### src/rtl/cplrx_pkg.sv
package cplrx_pkg;
  // Field layout of the second stored word (decoded by the evaluator)
  localparam int STAT_LSB   = 13;
  localparam int STAT_W     = 3;
  localparam int BCNT_W     = 12;
  localparam int BCNT_FULL  = 4;
  // Buffer slot roles
  localparam int INFO_SLOT  = 1;
  localparam int DATA_SLOT  = 3;
  localparam int MIN_WORDS  = 3;

  typedef enum logic {
    ST_IDLE = 1'b0,
    ST_WAIT = 1'b1
  } rx_state_e;
endpackage

### src/rtl/cplrx_poll_timer.sv
module cplrx_poll_timer #(
  parameter int INTERVAL = 1,
  parameter int LIMIT    = 20000
) (
  input  logic clk,
  input  logic rst_n,
  input  logic clear_i,
  input  logic run_i,
  output logic expire_o
);
  localparam int CW = (INTERVAL > 1) ? $clog2(INTERVAL) : 1;
  localparam int AW = (LIMIT > 1) ? $clog2(LIMIT) : 1;

  logic [CW-1:0] cyc_q, cyc_n;
  logic [AW-1:0] att_q, att_n;
  logic          tick;
  logic          cnt_en;

  assign tick     = run_i && (cyc_q == CW'(INTERVAL - 1));
  assign expire_o = tick && (att_q == AW'(LIMIT - 1));
  assign cnt_en   = clear_i || run_i;

  always_comb begin
    cyc_n = cyc_q;
    att_n = att_q;
    if (clear_i) begin
      cyc_n = '0;
      att_n = '0;
    end else if (run_i) begin
      if (tick) begin
        cyc_n = '0;
        if (!expire_o) att_n = att_q + AW'(1);
      end else begin
        cyc_n = cyc_q + CW'(1);
      end
    end
  end

  always_ff @(posedge clk or negedge rst_n) begin
    if (!rst_n) begin
      cyc_q <= '0;
      att_q <= '0;
    end else if (cnt_en) begin
      cyc_q <= cyc_n;
      att_q <= att_n;
    end
  end

  AST_ATTEMPT_BOUND: assert property (@(posedge clk) disable iff (!rst_n)
    att_q <= AW'(LIMIT - 1));
endmodule

### src/rtl/cplrx_capture.sv
module cplrx_capture #(
  parameter int WORD_W = 32,
  parameter int DEPTH  = 4,
  localparam int CNTW  = $clog2(DEPTH + 1)
) (
  input  logic                          clk,
  input  logic                          rst_n,
  input  logic                          clear_i,
  input  logic                          arm_i,
  input  logic                          valid_i,
  input  logic [WORD_W-1:0]             word_i,
  input  logic                          sop_i,
  input  logic                          eop_i,
  output logic [DEPTH-1:0][WORD_W-1:0]  slot_o,
  output logic [CNTW-1:0]               cnt_o,
  output logic                          take_eop_o,
  output logic                          pkt_done_o
);
  logic [DEPTH-1:0][WORD_W-1:0] slot_q, slot_n;
  logic [CNTW-1:0]              cnt_q, cnt_n;
  logic                         inpkt_q, inpkt_n;
  logic                         done_q, done_n;
  logic                         take, room, reg_en;

  assign take       = arm_i && valid_i && (inpkt_q || sop_i);
  assign room       = cnt_q < CNTW'(DEPTH);
  assign take_eop_o = take && eop_i;
  assign reg_en     = clear_i || take || done_q;

  always_comb begin
    slot_n  = slot_q;
    cnt_n   = cnt_q;
    inpkt_n = inpkt_q;
    done_n  = 1'b0;
    if (clear_i) begin
      slot_n  = '0;
      cnt_n   = '0;
      inpkt_n = 1'b0;
    end else if (take) begin
      if (room) begin
        slot_n[cnt_q] = word_i;
        cnt_n         = cnt_q + CNTW'(1);
      end
      inpkt_n = !eop_i;
      done_n  = eop_i;
    end
  end

  always_ff @(posedge clk or negedge rst_n) begin
    if (!rst_n) begin
      slot_q  <= '0;
      cnt_q   <= '0;
      inpkt_q <= 1'b0;
      done_q  <= 1'b0;
    end else if (reg_en) begin
      slot_q  <= slot_n;
      cnt_q   <= cnt_n;
      inpkt_q <= inpkt_n;
      done_q  <= done_n;
    end
  end

  assign slot_o     = slot_q;
  assign cnt_o      = cnt_q;
  assign pkt_done_o = done_q;

  AST_NO_OVERFLOW: assert property (@(posedge clk) disable iff (!rst_n)
    cnt_q <= CNTW'(DEPTH));
  AST_FULL_HOLDS: assert property (@(posedge clk) disable iff (!rst_n)
    (cnt_q == CNTW'(DEPTH) && !clear_i) |=> $stable(slot_q));
  AST_UNARMED_IGNORE: assert property (@(posedge clk) disable iff (!rst_n)
    (!arm_i && !clear_i) |=> ($stable(cnt_q) && $stable(slot_q)));
endmodule

### src/rtl/cplrx_eval.sv
module cplrx_eval
  import cplrx_pkg::*;
#(
  parameter int WORD_W = 32,
  parameter int DEPTH  = 4,
  localparam int CNTW  = $clog2(DEPTH + 1)
) (
  input  logic [DEPTH-1:0][WORD_W-1:0] slot_i,
  input  logic [CNTW-1:0]              cnt_i,
  output logic                         status_bad_o,
  output logic                         data_ok_o
);
  logic [WORD_W-1:0] info;
  logic [STAT_W-1:0] status;
  logic [BCNT_W-1:0] bcount;

  always_comb begin
    info         = slot_i[INFO_SLOT];
    status       = info[STAT_LSB +: STAT_W];
    bcount       = info[BCNT_W-1:0];
    status_bad_o = status != '0;
    data_ok_o    = !status_bad_o
                   && (bcount == BCNT_W'(BCNT_FULL))
                   && (cnt_i >= CNTW'(MIN_WORDS));
  end
endmodule

### src/rtl/cpl_rx_collector.sv
module cpl_rx_collector
  import cplrx_pkg::*;
#(
  parameter int WORD_W        = 32,
  parameter int BUF_WORDS     = 4,
  parameter int POLL_INTERVAL = 1,
  parameter int POLL_LIMIT    = 20000
) (
  input  logic              clk,
  input  logic              rst_n,
  input  logic              start_i,
  input  logic              is_read_i,
  input  logic              rx_valid_i,
  input  logic [WORD_W-1:0] rx_word_i,
  input  logic              rx_sop_i,
  input  logic              rx_eop_i,
  output logic              done_o,
  output logic [WORD_W-1:0] data_o,
  output logic              err_o
);
  localparam int CNTW = $clog2(BUF_WORDS + 1);

  rx_state_e                       state_q, state_n;
  logic                            done_q, done_n;
  logic                            err_q, err_n;
  logic                            rd_q, rd_n;
  logic [WORD_W-1:0]               data_q, data_n;
  logic                            clear, arm, expire;
  logic [BUF_WORDS-1:0][WORD_W-1:0] slots;
  logic [CNTW-1:0]                 cnt;
  logic                            take_eop, pkt_done;
  logic                            status_bad, data_ok;

  assign arm = (state_q == ST_WAIT) && !pkt_done;

  cplrx_poll_timer #(
    .INTERVAL (POLL_INTERVAL),
    .LIMIT    (POLL_LIMIT)
  ) u_timer (
    .clk      (clk),
    .rst_n    (rst_n),
    .clear_i  (clear),
    .run_i    (arm),
    .expire_o (expire)
  );

  cplrx_capture #(
    .WORD_W (WORD_W),
    .DEPTH  (BUF_WORDS)
  ) u_capture (
    .clk        (clk),
    .rst_n      (rst_n),
    .clear_i    (clear),
    .arm_i      (arm),
    .valid_i    (rx_valid_i),
    .word_i     (rx_word_i),
    .sop_i      (rx_sop_i),
    .eop_i      (rx_eop_i),
    .slot_o     (slots),
    .cnt_o      (cnt),
    .take_eop_o (take_eop),
    .pkt_done_o (pkt_done)
  );

  cplrx_eval #(
    .WORD_W (WORD_W),
    .DEPTH  (BUF_WORDS)
  ) u_eval (
    .slot_i       (slots),
    .cnt_i        (cnt),
    .status_bad_o (status_bad),
    .data_ok_o    (data_ok)
  );

  always_comb begin
    state_n = state_q;
    done_n  = 1'b0;
    err_n   = err_q;
    rd_n    = rd_q;
    data_n  = data_q;
    clear   = 1'b0;
    unique case (state_q)
      ST_IDLE: begin
        if (start_i) begin
          state_n = ST_WAIT;
          clear   = 1'b1;
          err_n   = 1'b0;
          rd_n    = is_read_i;
        end
      end
      ST_WAIT: begin
        if (pkt_done) begin
          state_n = ST_IDLE;
          done_n  = 1'b1;
          if (rd_q) begin
            if (status_bad)   data_n = '1;
            else if (data_ok) data_n = slots[DATA_SLOT];
          end
        end else if (expire && !take_eop) begin
          state_n = ST_IDLE;
          done_n  = 1'b1;
          err_n   = 1'b1;
        end
      end
      default: state_n = ST_IDLE;
    endcase
  end

  always_ff @(posedge clk or negedge rst_n) begin
    if (!rst_n) begin
      state_q <= ST_IDLE;
      done_q  <= 1'b0;
      err_q   <= 1'b0;
      rd_q    <= 1'b0;
      data_q  <= '0;
    end else begin
      state_q <= state_n;
      done_q  <= done_n;
      err_q   <= err_n;
      rd_q    <= rd_n;
      data_q  <= data_n;
    end
  end

  assign done_o = done_q;
  assign err_o  = err_q;
  assign data_o = data_q;

  AST_DONE_PULSE: assert property (@(posedge clk) disable iff (!rst_n)
    done_o |=> !done_o);
  AST_ERR_RISES_WITH_DONE: assert property (@(posedge clk) disable iff (!rst_n)
    $rose(err_o) |-> done_o);
  AST_DATA_ONLY_ON_DONE: assert property (@(posedge clk) disable iff (!rst_n)
    (data_o != $past(data_o)) |-> done_o);
  AST_WRITE_KEEPS_DATA: assert property (@(posedge clk) disable iff (!rst_n)
    (done_o && !rd_q) |-> (data_o == $past(data_o)));
  AST_TIMEOUT_KEEPS_DATA: assert property (@(posedge clk) disable iff (!rst_n)
    (done_o && err_o) |-> (data_o == $past(data_o)));
endmodule

### config.mk
export PLATFORM = sky130hd
export DESIGN_NAME = cpl_rx_collector
export DESIGN_NICKNAME = d
export VERILOG_FILES = /design/src/rtl/cplrx_pkg.sv /design/src/rtl/cplrx_poll_timer.sv /design/src/rtl/cplrx_capture.sv /design/src/rtl/cplrx_eval.sv /design/src/rtl/cpl_rx_collector.sv
export SDC_FILE = /design/constraint.sdc
export NUM_CORES = 1
export LEC_CHECK = 0
export ABC_AREA = 1
export ABC_CLOCK_PERIOD_IN_PS = 3900
export CORE_ASPECT_RATIO = 1.25
export CORE_MARGIN = 3
export CORE_UTILIZATION = 60
export CTS_BUF_LIST = sky130_fd_sc_hd__clkbuf_4 sky130_fd_sc_hd__clkbuf_8
export CTS_CLUSTER_SIZE = 12
export DETAILED_ROUTE_END_ITERATION = 6
export GPL_ROUTABILITY_DRIVEN = 0
export PLACE_DENSITY = 0.91
export SLEW_MARGIN = 0
export SYNTH_ARGS = -nofsm -noshare
export SYNTH_HDL_FRONTEND = slang
export SYNTH_SLANG_ARGS = --single-unit
### constraint.sdc
create_clock -name clk -period 3.9 [get_ports clk]
set_input_delay 1.17 -clock clk [delete_from_list [all_inputs] [get_ports clk]]
set_output_delay 1.17 -clock clk [all_outputs]
set_load 0.005 [all_outputs]
==> metrics.yaml, run 1 <==
floorplan:
  die_h_um: 107
  design.portCount: 73
  core_um2: 7880
  die_area_um2: 9330
  floorplan.die.width_um: 87.0
  fp-row-count: 36
  initial_core_util_pct: 62.4
synthesis:
  avgSynthCellArea_um2: 7.99
  gate_count_post_synth: 616
  synth-seq-area-share_pct: 52.9
  synth.top_cells.by_area: "dfrtp_1 53%, nand2_1 15%, nand3_1 11%"
  synthDominantCellAreaShare_pct: 52.9
  syn-cell-area_um2: 4920
  synth.ff_latch_count: 104
  synth_cell_type_count: 29
  synthesis.nets: 659
  netlist.top_cell.by_area: "dfrtp_1"
  synthesis.yosys.warnings: 0
clock_tree:
  hold_buffers: 0
  cts-root-to-sink-buffers: 2
  cts_buffers: 9
  post_cts_buffers: 0
  ctsResizeCount: 0
  clock_latency_ns: 0.37
  clkSlewWorstSetupHoldPaths_ns: 0.09
  htree_levels: 3
  clock_tree.root_cell: "clkbuf_8"
  cts_tree: "yes"
  clock_sinks: 104
finish:
  layout.cells.most_common_list: "194 x nand2_1, 106 x nand3_1, 104 x dfrtp_1, 71 x clkdlybuf4s50_1, 68 x inv_1"
  fraction_of_final_layout_cells_sized_beyond_drive_strength_1_pct: 5.14
  area_growth_pct: 19.0
  antenna_cells: 0
  final_common_cell: "nand2_1"
  fillerInstances: 550
  finish.net_count: 719
  multi_input_comb_area_um2: 1880
  final-seq-area_um2: 2600
timing:
  relSlewSlack_pct: 36.2
  clock.fmax_mhz: 355
  worst_pin_slew_ns: 0.954
  timing_max_transition_violations_final: 0
  final_critical_path_time_including_i_o_delays_and_setup_ns: 2.82
  post-route-worst-setup-slack_ns: 1.08
  aggregate_negative_setup_slack_ns: 0
  timing.clock.skew_ns: 0.00767
  min_period_over_period_pct: 72.3
  grt_setup_unrepaired: "no"
  report.final.hold_viol_count: 0
  setup_viol: 0
detailed_routing:
  avgRoutedWirePerCell_um: 13.9
  drt_pre_antenna_iters: 5
  detail_route.drc_violations: 0
  route.detailed.vias_per_inst: 5.45
  detail_route.wirelength_um: 10800
  postRouteAntennaNets: 0
  route.vias.total: 4231
  detailedRoute.firstIterationViolations: 257
place:
  dp_hpwl_um: 7720
  portBuffers: 72
  place_ws_ns: 0.675
setup_path:
  worstPathMaxFanout: 24
  end_kind: "flip-flop"
  setup.worst_path.class: "in -> reg"
  cp_data_required_time_ns: 4.18
  crit_arrival_ns: 3.10
  critical_path_startpoint_category: "primary input"
power:
  power_density_nw_per_um2: 611
  leakage_nw: 2.98
  irDropWorstVdd_mv: 0.363
global_routing:
  grt.overflow.total: 0
  grt_pass1_wl_um: 18600
  antenna_found_initial: 0
  grt_start_max_net_pins: 61
  grt_use_total_pct: 25.1
  via_count_of_the_first_global_routing_pass: 4138
outcome:
  status: "completed"
job:
  maxCapViolations: 0
min_path:
  hold_path_class: "reg -> reg"
per-stage QoR:
step / total power, mW / hold WS (ns) / utilization (%) / instances / cell area (µm²)
final: 3.58 / 0.479 / 74.3 / 776 / 5860
after global routing: 3.86 / 0.505 / 74.3 / 776 / 5860
after CTS: 3.60 / 0.480 / 74.3 / 776 / 5860
after detailed placement: 2.90 / 0.460 / 71.7 / 760 / 5650
after global placement: 2.84 / 0.452 / 71.7 / 760 / 5650
after floorplan: 2.45 / 0.464 / - / 616 / 4920
per-layer routing:
layer,GRT usage (%),part of all wire [%]
met1,32.1,40
met2,42.1,52
met3,3.00,5.1
met4,11.5,2.9
met5,0,0
synth_stat cells:
cell and n:
nand2_1 194, clkinv_1 1, o31ai_1 1, o21bai_1 2
nor3_1 1, buf_2 13, ha_1 4, nor3_4 1
nand4_1 6, clkbuf_1 10, o21ai_0 13, inv_2 1
buf_4 2, o21ai_2 5, nor2_1 38, a21o_1 1
nand3b_1 2, nand3_1 106, nand2_2 1, xor2_1 3
a21boi_0 1, nor3_2 1, dfrtp_1 104, a21oi_1 3
buf_6 5, o21ai_1 27, inv_1 68, nor4_1 1
nand3_2 1
registers in the layout (all words and copies together), names as in the netlist:
signal	cells
data_o	32
done_o	1
err_o	1
rd_q	1
state_q	1
u_capture.cnt_o	3
u_capture.inpkt_q	1
u_capture.pkt_done_o	1
u_capture.slot_o	47
u_timer.att_q	15
u_timer.cyc_q	1
worst paths after layout:
kind | slack, ns | to | depth (start not counted) | start
worst max-delay path | 1.08 | u_timer.att_q[9] | 7 | start_i
worst min-delay path | 0.48 | data_o[22] | 2 | data_o[22]
min in group asynchronous | 0.80 | data_o[11] | 1 | rst_n
max in group asynchronous | 2.39 | u_capture.slot_o[122] | 2 | rst_n
worst max register to register | 1.42 | data_o[25] | 10 | u_capture.cnt_o[0]
worst min register to register | 0.48 | data_o[22] | 2 | data_o[22]
critical path: stages:
cell and delay, ns:
clkdlybuf4s50_1 0.46, inv_1 0.04, nor2_1 0.31, inv_2 0.27
nand2_1 0.13, nand2_1 0.39, o21ai_0 0.32
final cells by class:
cell class	count	share of cell area, %
Tap cell	95	2.03
Multi-Input combinational cell	412	32.2
Inverter	70	4.49
Clock inverter	3	0.684
Sequential cell	104	44.4
Clock buffer	13	2.84
Timing Repair Buffer	79	13.4
report_power, final:
group          switching, mW  leakage (nW)  internal (mW)
Clock                  0.346         0.110          0.345
Sequential             0.182          1.42           1.35
Combinational          0.843          1.45          0.511
Total                   1.37          2.98           2.21
cell families after synthesis:
logic type | count (synthesis) | synth area share (%)
compound gates | 53 | 6.03
xor+xnor | 3 | 0.534
fa+ha+maj | 4 | 1.02
buf+inv | 100 | 8.88
flops | 104 | 52.9
simple gates | 352 | 30.6
Power figures use the tool's default switching activity.
==> run 2, diff against run 1 <==
- ABC_CLOCK_PERIOD_IN_PS: 3900 -> 2700
- CORE_UTILIZATION: 60 -> 56
- PLACE_DENSITY: 0.91 -> 0.86
- clock period: 3.9 -> 2.7 ns (I/O delays scaled with it)
==> run 2 against run 1 <==
Against the previous run:
- wire length is 1.7% lower
- total power grew 44%
- register-to-register slack got worse by 0.85 ns
- clock power rose by 42%
- setup slack worse by 0.60 ns
- combinational power increased by 44%
- first-iteration DRC count grew 12%
- non-clock buffer count is 3 higher
- global-route usage shrank 2.9 points
- sequential power up 44%
- die area is 6.7% higher
- via count shrank 0.17%
- critical path type unchanged
- critical endpoint is now u_capture.slot_o[117]
- largest cell class unchanged
- highest routed layer unchanged
==> metrics.yaml, run 2 (same netlist as run 1, synthesis figures left out) <==
outcome:
  status: "completed"
finish:
  area_growth_pct: 20.1
  layout.cells.most_common_list: "194 x nand2_1, 106 x nand3_1, 104 x dfrtp_1, 71 x clkdlybuf4s50_1, 68 x inv_1"
  fillerInstances: 656
  fraction_of_final_layout_cells_sized_beyond_drive_strength_1_pct: 5.42
  number_of_flip_flops_in_the_largest_register: 47
  final_core_utilization_pct: 70.5
  antenna_cells: 0
  final_common_cell: "nand2_1"
  finish.net_count: 722
  final_design_area_no_fill_um2: 5910
  final-instance-count-excl-fill: 800
timing:
  aggregate_negative_setup_slack_ns: 0
  post-route-worst-setup-slack_ns: 0.482
  report.final.hold_viol_count: 0
  worst_pin_slew_ns: 0.685
  timing_max_transition_violations_final: 0
  relSlewSlack_pct: 54.3
  timing.clock.skew_ns: 0.0119
  setup_viol: 0
  grt_setup_unrepaired: "no"
  min_period_over_period_pct: 82.2
  final_critical_path_time_including_i_o_delays_and_setup_ns: 2.22
  clock.fmax_mhz: 451
  worst_hold_slack_ns: 0.253
global_routing:
  via_count_of_the_first_global_routing_pass: 4066
  grt_pass1_wl_um: 18400
  grt_start_max_net_pins: 64
  antenna_found_initial: 0
  grt_use_total_pct: 22.2
  grt.overflow.total: 0
setup_path:
  end_kind: "flip-flop"
  critical_path_startpoint_category: "primary input"
  worstPathMaxFanout: 48
  setup.worst_path.class: "in -> reg"
  cp_data_required_time_ns: 2.96
  crit_arrival_ns: 2.47
power:
  leakage_nw: 2.99
  post-layout-total-power_mw: 5.14
  irDropWorstVdd_mv: 0.610
  power_density_nw_per_um2: 869
detailed_routing:
  detail_route.drc_violations: 0
  route.vias.total: 4224
  topRoutingLayerUsed: "met4"
  wl_met1_um: 4530
  postRouteAntennaNets: 0
  route.detailed.vias_per_inst: 5.28
  met3RoutedLength_um: 511
  detailedRoute.firstIterationViolations: 288
  detail_route.wirelength_um: 10600
  drt_pre_antenna_iters: 4
  avgRoutedWirePerCell_um: 13.2
  met2WireLength_um: 5330
place:
  placed_cells_incl_taps: 785
  place_ws_ns: 0.0823
  portBuffers: 72
  dp_hpwl_um: 7680
  post_dp_cell_area_um2: 5710
job:
  maxCapViolations: 0
clock_tree:
  hold_buffers: 0
  cts_buffers: 9
  cts-root-to-sink-buffers: 2
  htree_levels: 3
  post_cts_buffers: 0
  clkSlewWorstSetupHoldPaths_ns: 0.09
  clock_latency_ns: 0.36
  cts_tree: "yes"
  clock_tree.root_cell: "clkbuf_8"
  ctsResizeCount: 0
  clock_sinks: 104
floorplan:
  floorplan.die.width_um: 89.8
  design.portCount: 73
  die_h_um: 111
  core_um2: 8380
  initial_core_util_pct: 58.7
  fp-row-count: 37
  die_area_um2: 9950
min_path:
  hold_path_class: "in -> async"
## run 2: power by group
group / internal [mW] / switching, mW
Sequential: 1.95 / 0.262
Combinational: 0.746 / 1.20
Clock: 0.463 / 0.513
Total: 3.16 / 1.98
## run 2: area by class of cell
| type | instances | area, µm² | share of cell area (%) |
|---|---|---|---|
| flip-flops and latches | 104 | 2600 | 44.0 |
| multi-input cells | 412 | 1880 | 31.9 |
| repair buffers | 82 | 818 | 13.8 |
| inverters | 70 | 263 | 4.45 |
| well taps | 117 | 146 | 2.48 |
| clock buffers | 11 | 145 | 2.46 |
| clock inverters | 4 | 52.6 | 0.889 |
## run 2: metal layers
metal | track usage [%] | vias up
li1 | - | 2080
met1 | 27.9 | 1996
met2 | 38.1 | 132
met3 | 3.60 | 16
met4 | 9.10 | 0
met5 | 0 | -
## run 2: final timing paths
kind	from	endpoint	slack, ns	depth (start not counted)
hold reg to reg	data_o[17]	data_o[17]	0.48	2
max in group asynchronous	rst_n	data_o[13]	1.82	2
hold / removal	rst_n	u_timer.att_q[13]	0.25	1
min in group clk	data_o[17]	data_o[17]	0.48	2
setup reg to reg	u_capture.cnt_o[0]	data_o[1]	0.57	10
setup / recovery	rx_sop_i	u_capture.slot_o[117]	0.48	8
## run 2: worst max-delay path, stage by stage
cell	delay [ns]
clkdlybuf4s50_1	0.40
nor2_1	0.18
nor3_2	0.10
nand3_2	0.09
buf_12	0.22
clkinv_1	0.42
nand2_1	0.18
nand2_1	0.07
==> run 3, diff against run 2 <==
- ABC_CLOCK_PERIOD_IN_PS: 2700 -> 2029
- CORE_UTILIZATION: 56 -> 51
- PLACE_DENSITY: 0.86 -> 0.83
- clock period: 2.7 -> 2.03 ns (I/O delays scaled with it)
==> run 3 against run 2 <==
Against the previous run:
- clock power increased by 42%
- global-route usage decreased by 1.1 points
- cell count increased by 1.6%
- sequential share of layout area decreased by 0.72 points
- sequential power increased by 33%
- final area increased by 1.7%
- setup slack got worse by 0.33 ns
- count of clock-buffer cells in the layout decreased by 2
- critical path type is now reg -> out
- critical endpoint is now data_o[13]
- largest cell class unchanged
==> metrics.yaml, run 3 (same netlist as run 1, synthesis figures left out) <==
outcome:
  status: "completed"
detailed_routing:
  detail_route.wirelength_um: 10500
  detailedRoute.firstIterationViolations: 321
  route.detailed.vias_per_inst: 5.13
  detail_route.drc_violations: 0
  drt_pre_antenna_iters: 7
  avgRoutedWirePerCell_um: 12.9
  route.vias.total: 4174
  postRouteAntennaNets: 0
finish:
  area_growth_pct: 22.2
  fraction_of_final_layout_cells_sized_beyond_drive_strength_1_pct: 6.38
  number_of_flip_flops_in_the_largest_register: 47
  antenna_cells: 0
  final_design_area_no_fill_um2: 6010
  layout.cells.most_common_list: "194 x nand2_1, 106 x nand3_1, 104 x dfrtp_1, 71 x clkdlybuf4s50_1, 68 x inv_1"
  fillerInstances: 791
  final_common_cell: "nand2_1"
  finish.net_count: 728
setup_path:
  start_point_of_the_critical_path: "data_o[13]"
  critical_path_cell_by_cell: "clkdlybuf4s50_1"
  critPathBufInv: 1
  worstPathMaxFanout: 2
  timing.critical_path.slowest_cell_delay_ns: 0.52
  cp.depth: 1
  r2r-end: "data_o[15]"
  reg2regPathDepth: 9
  critical_path_startpoint_category: "flip-flop"
  crit_arrival_ns: 1.27
  setup.reg_to_reg.worst_slack_ns: 0.24
  crit_family: "buffers and inverters"
  setup.worst_path.class: "reg -> out"
  critical-path-slowest-cell: "clkdlybuf4s50_1"
  end_kind: "primary output"
  critical_path.endpoint: "data_o[13]"
  reg2reg_from: "u_capture.cnt_o[0]"
  cp_data_required_time_ns: 1.42
clock_tree:
  cts_tree: "yes"
  hold_buffers: 0
  cts-root-to-sink-buffers: 2
  cts_buffers: 9
  post_cts_buffers: 0
  clkSlewWorstSetupHoldPaths_ns: 0.09
  htree_levels: 3
  ctsResizeCount: 0
  clock_latency_ns: 0.38
  clock_tree.root_cell: "clkbuf_8"
  clock_sinks: 104
timing:
  report.final.hold_viol_count: 0
  setup_viol: 0
  worst_hold_slack_ns: 0.245
  timing.clock.skew_ns: 0.0118
  final_critical_path_time_including_i_o_delays_and_setup_ns: 1.88
  min_period_over_period_pct: 92.6
  relSlewSlack_pct: 62.6
  timing_max_transition_violations_final: 0
  worst_pin_slew_ns: 0.561
  grt_setup_unrepaired: "no"
  clock.fmax_mhz: 532
  post-route-worst-setup-slack_ns: 0.149
global_routing:
  via_count_of_the_first_global_routing_pass: 3911
  grt_pass1_wl_um: 18200
  grt.overflow.total: 0
  grt_start_max_net_pins: 105
  grt_use_total_pct: 21.1
  antenna_found_initial: 0
floorplan:
  fp-row-count: 39
  die_area_um2: 10900
  die_h_um: 116
  design.portCount: 73
  core_um2: 9270
  initial_core_util_pct: 53.1
  floorplan.die.width_um: 93.8
power:
  irDropWorstVdd_mv: 0.682
  power_density_nw_per_um2: 1160
  post-layout-total-power_mw: 7.00
  leakage_nw: 3.03
place:
  post_dp_cell_area_um2: 5790
  portBuffers: 72
  place_ws_ns: -0.228
  dp_hpwl_um: 7460
min_path:
  hold_path_class: "in -> async"
job:
  maxCapViolations: 0
[run 3: cell types whose count changed in the layout (fill, tap and decap cells not counted), sizes merged]
| cell | previous run | this run |
|---|---|---|
| clkbuf | 11 | 9 |
| buf | 11 | 17 |
| clkinv | 3 | 4 |
| clkinvlp | 0 | 1 |
| bufinv | 1 | 2 |
[run 3: power breakdown]
group,switching [mW],internal [mW],total [mW]
Combinational,1.60,1.06,2.67
Sequential,0.344,2.59,2.94
Clock,0.699,0.696,1.39
Total,2.65,4.35,7.00
[run 3: layout make-up]
cell class / count / area, µm² / share of cell area, %
Multi-Input combinational cell: 412 / 1880 / 31.3
Timing Repair Buffer: 88 / 888 / 14.8
Inverter: 70 / 263 / 4.37
Clock inverter: 7 / 95.1 / 1.58
Clock buffer: 9 / 124 / 2.06
Tap cell: 123 / 154 / 2.56
Sequential cell: 104 / 2600 / 43.3
[run 3: per-layer routing]
metal	GRT usage, %	part of all wire (%)	vias up	routed length, µm
met5	0	0	-	0
li1	-	-	2094	-
met4	7.23	1.9	0	198
met1	27.7	43	1951	4500
met2	35.1	50	116	5270
met3	4.16	4.8	13	504
[run 3: worst min-delay path by stage]
| stage | depth (start not counted) | slack (ns) | endpoint | start |
|---|---|---|---|---|
| detailed placement | 2 | 0.46 | data_o[25] | data_o[25] |
| global placement | 2 | 0.45 | data_o[26] | data_o[26] |
| global route | 2 | 0.28 | u_timer.att_q[14] | rst_n |
| finish | 2 | 0.24 | u_timer.att_q[14] | rst_n |
| floorplan | 0 | 0.31 | data_o[0] | rst_n |
| CTS | 2 | 0.30 | u_capture.slot_o[115] | rst_n |
[run 3: per-stage QoR]
step | TNS, ns | utilization (%) | std cells
5_1_grt | 0 | 64.8 | 813
3_3_place_gp | -2.66 | 62.5 | 797
2_1_floorplan | 0 | - | 616
6_report | 0 | 64.8 | 813
3_5_place_dp | -6.67 | 62.5 | 797
4_1_cts | 0 | 64.8 | 813
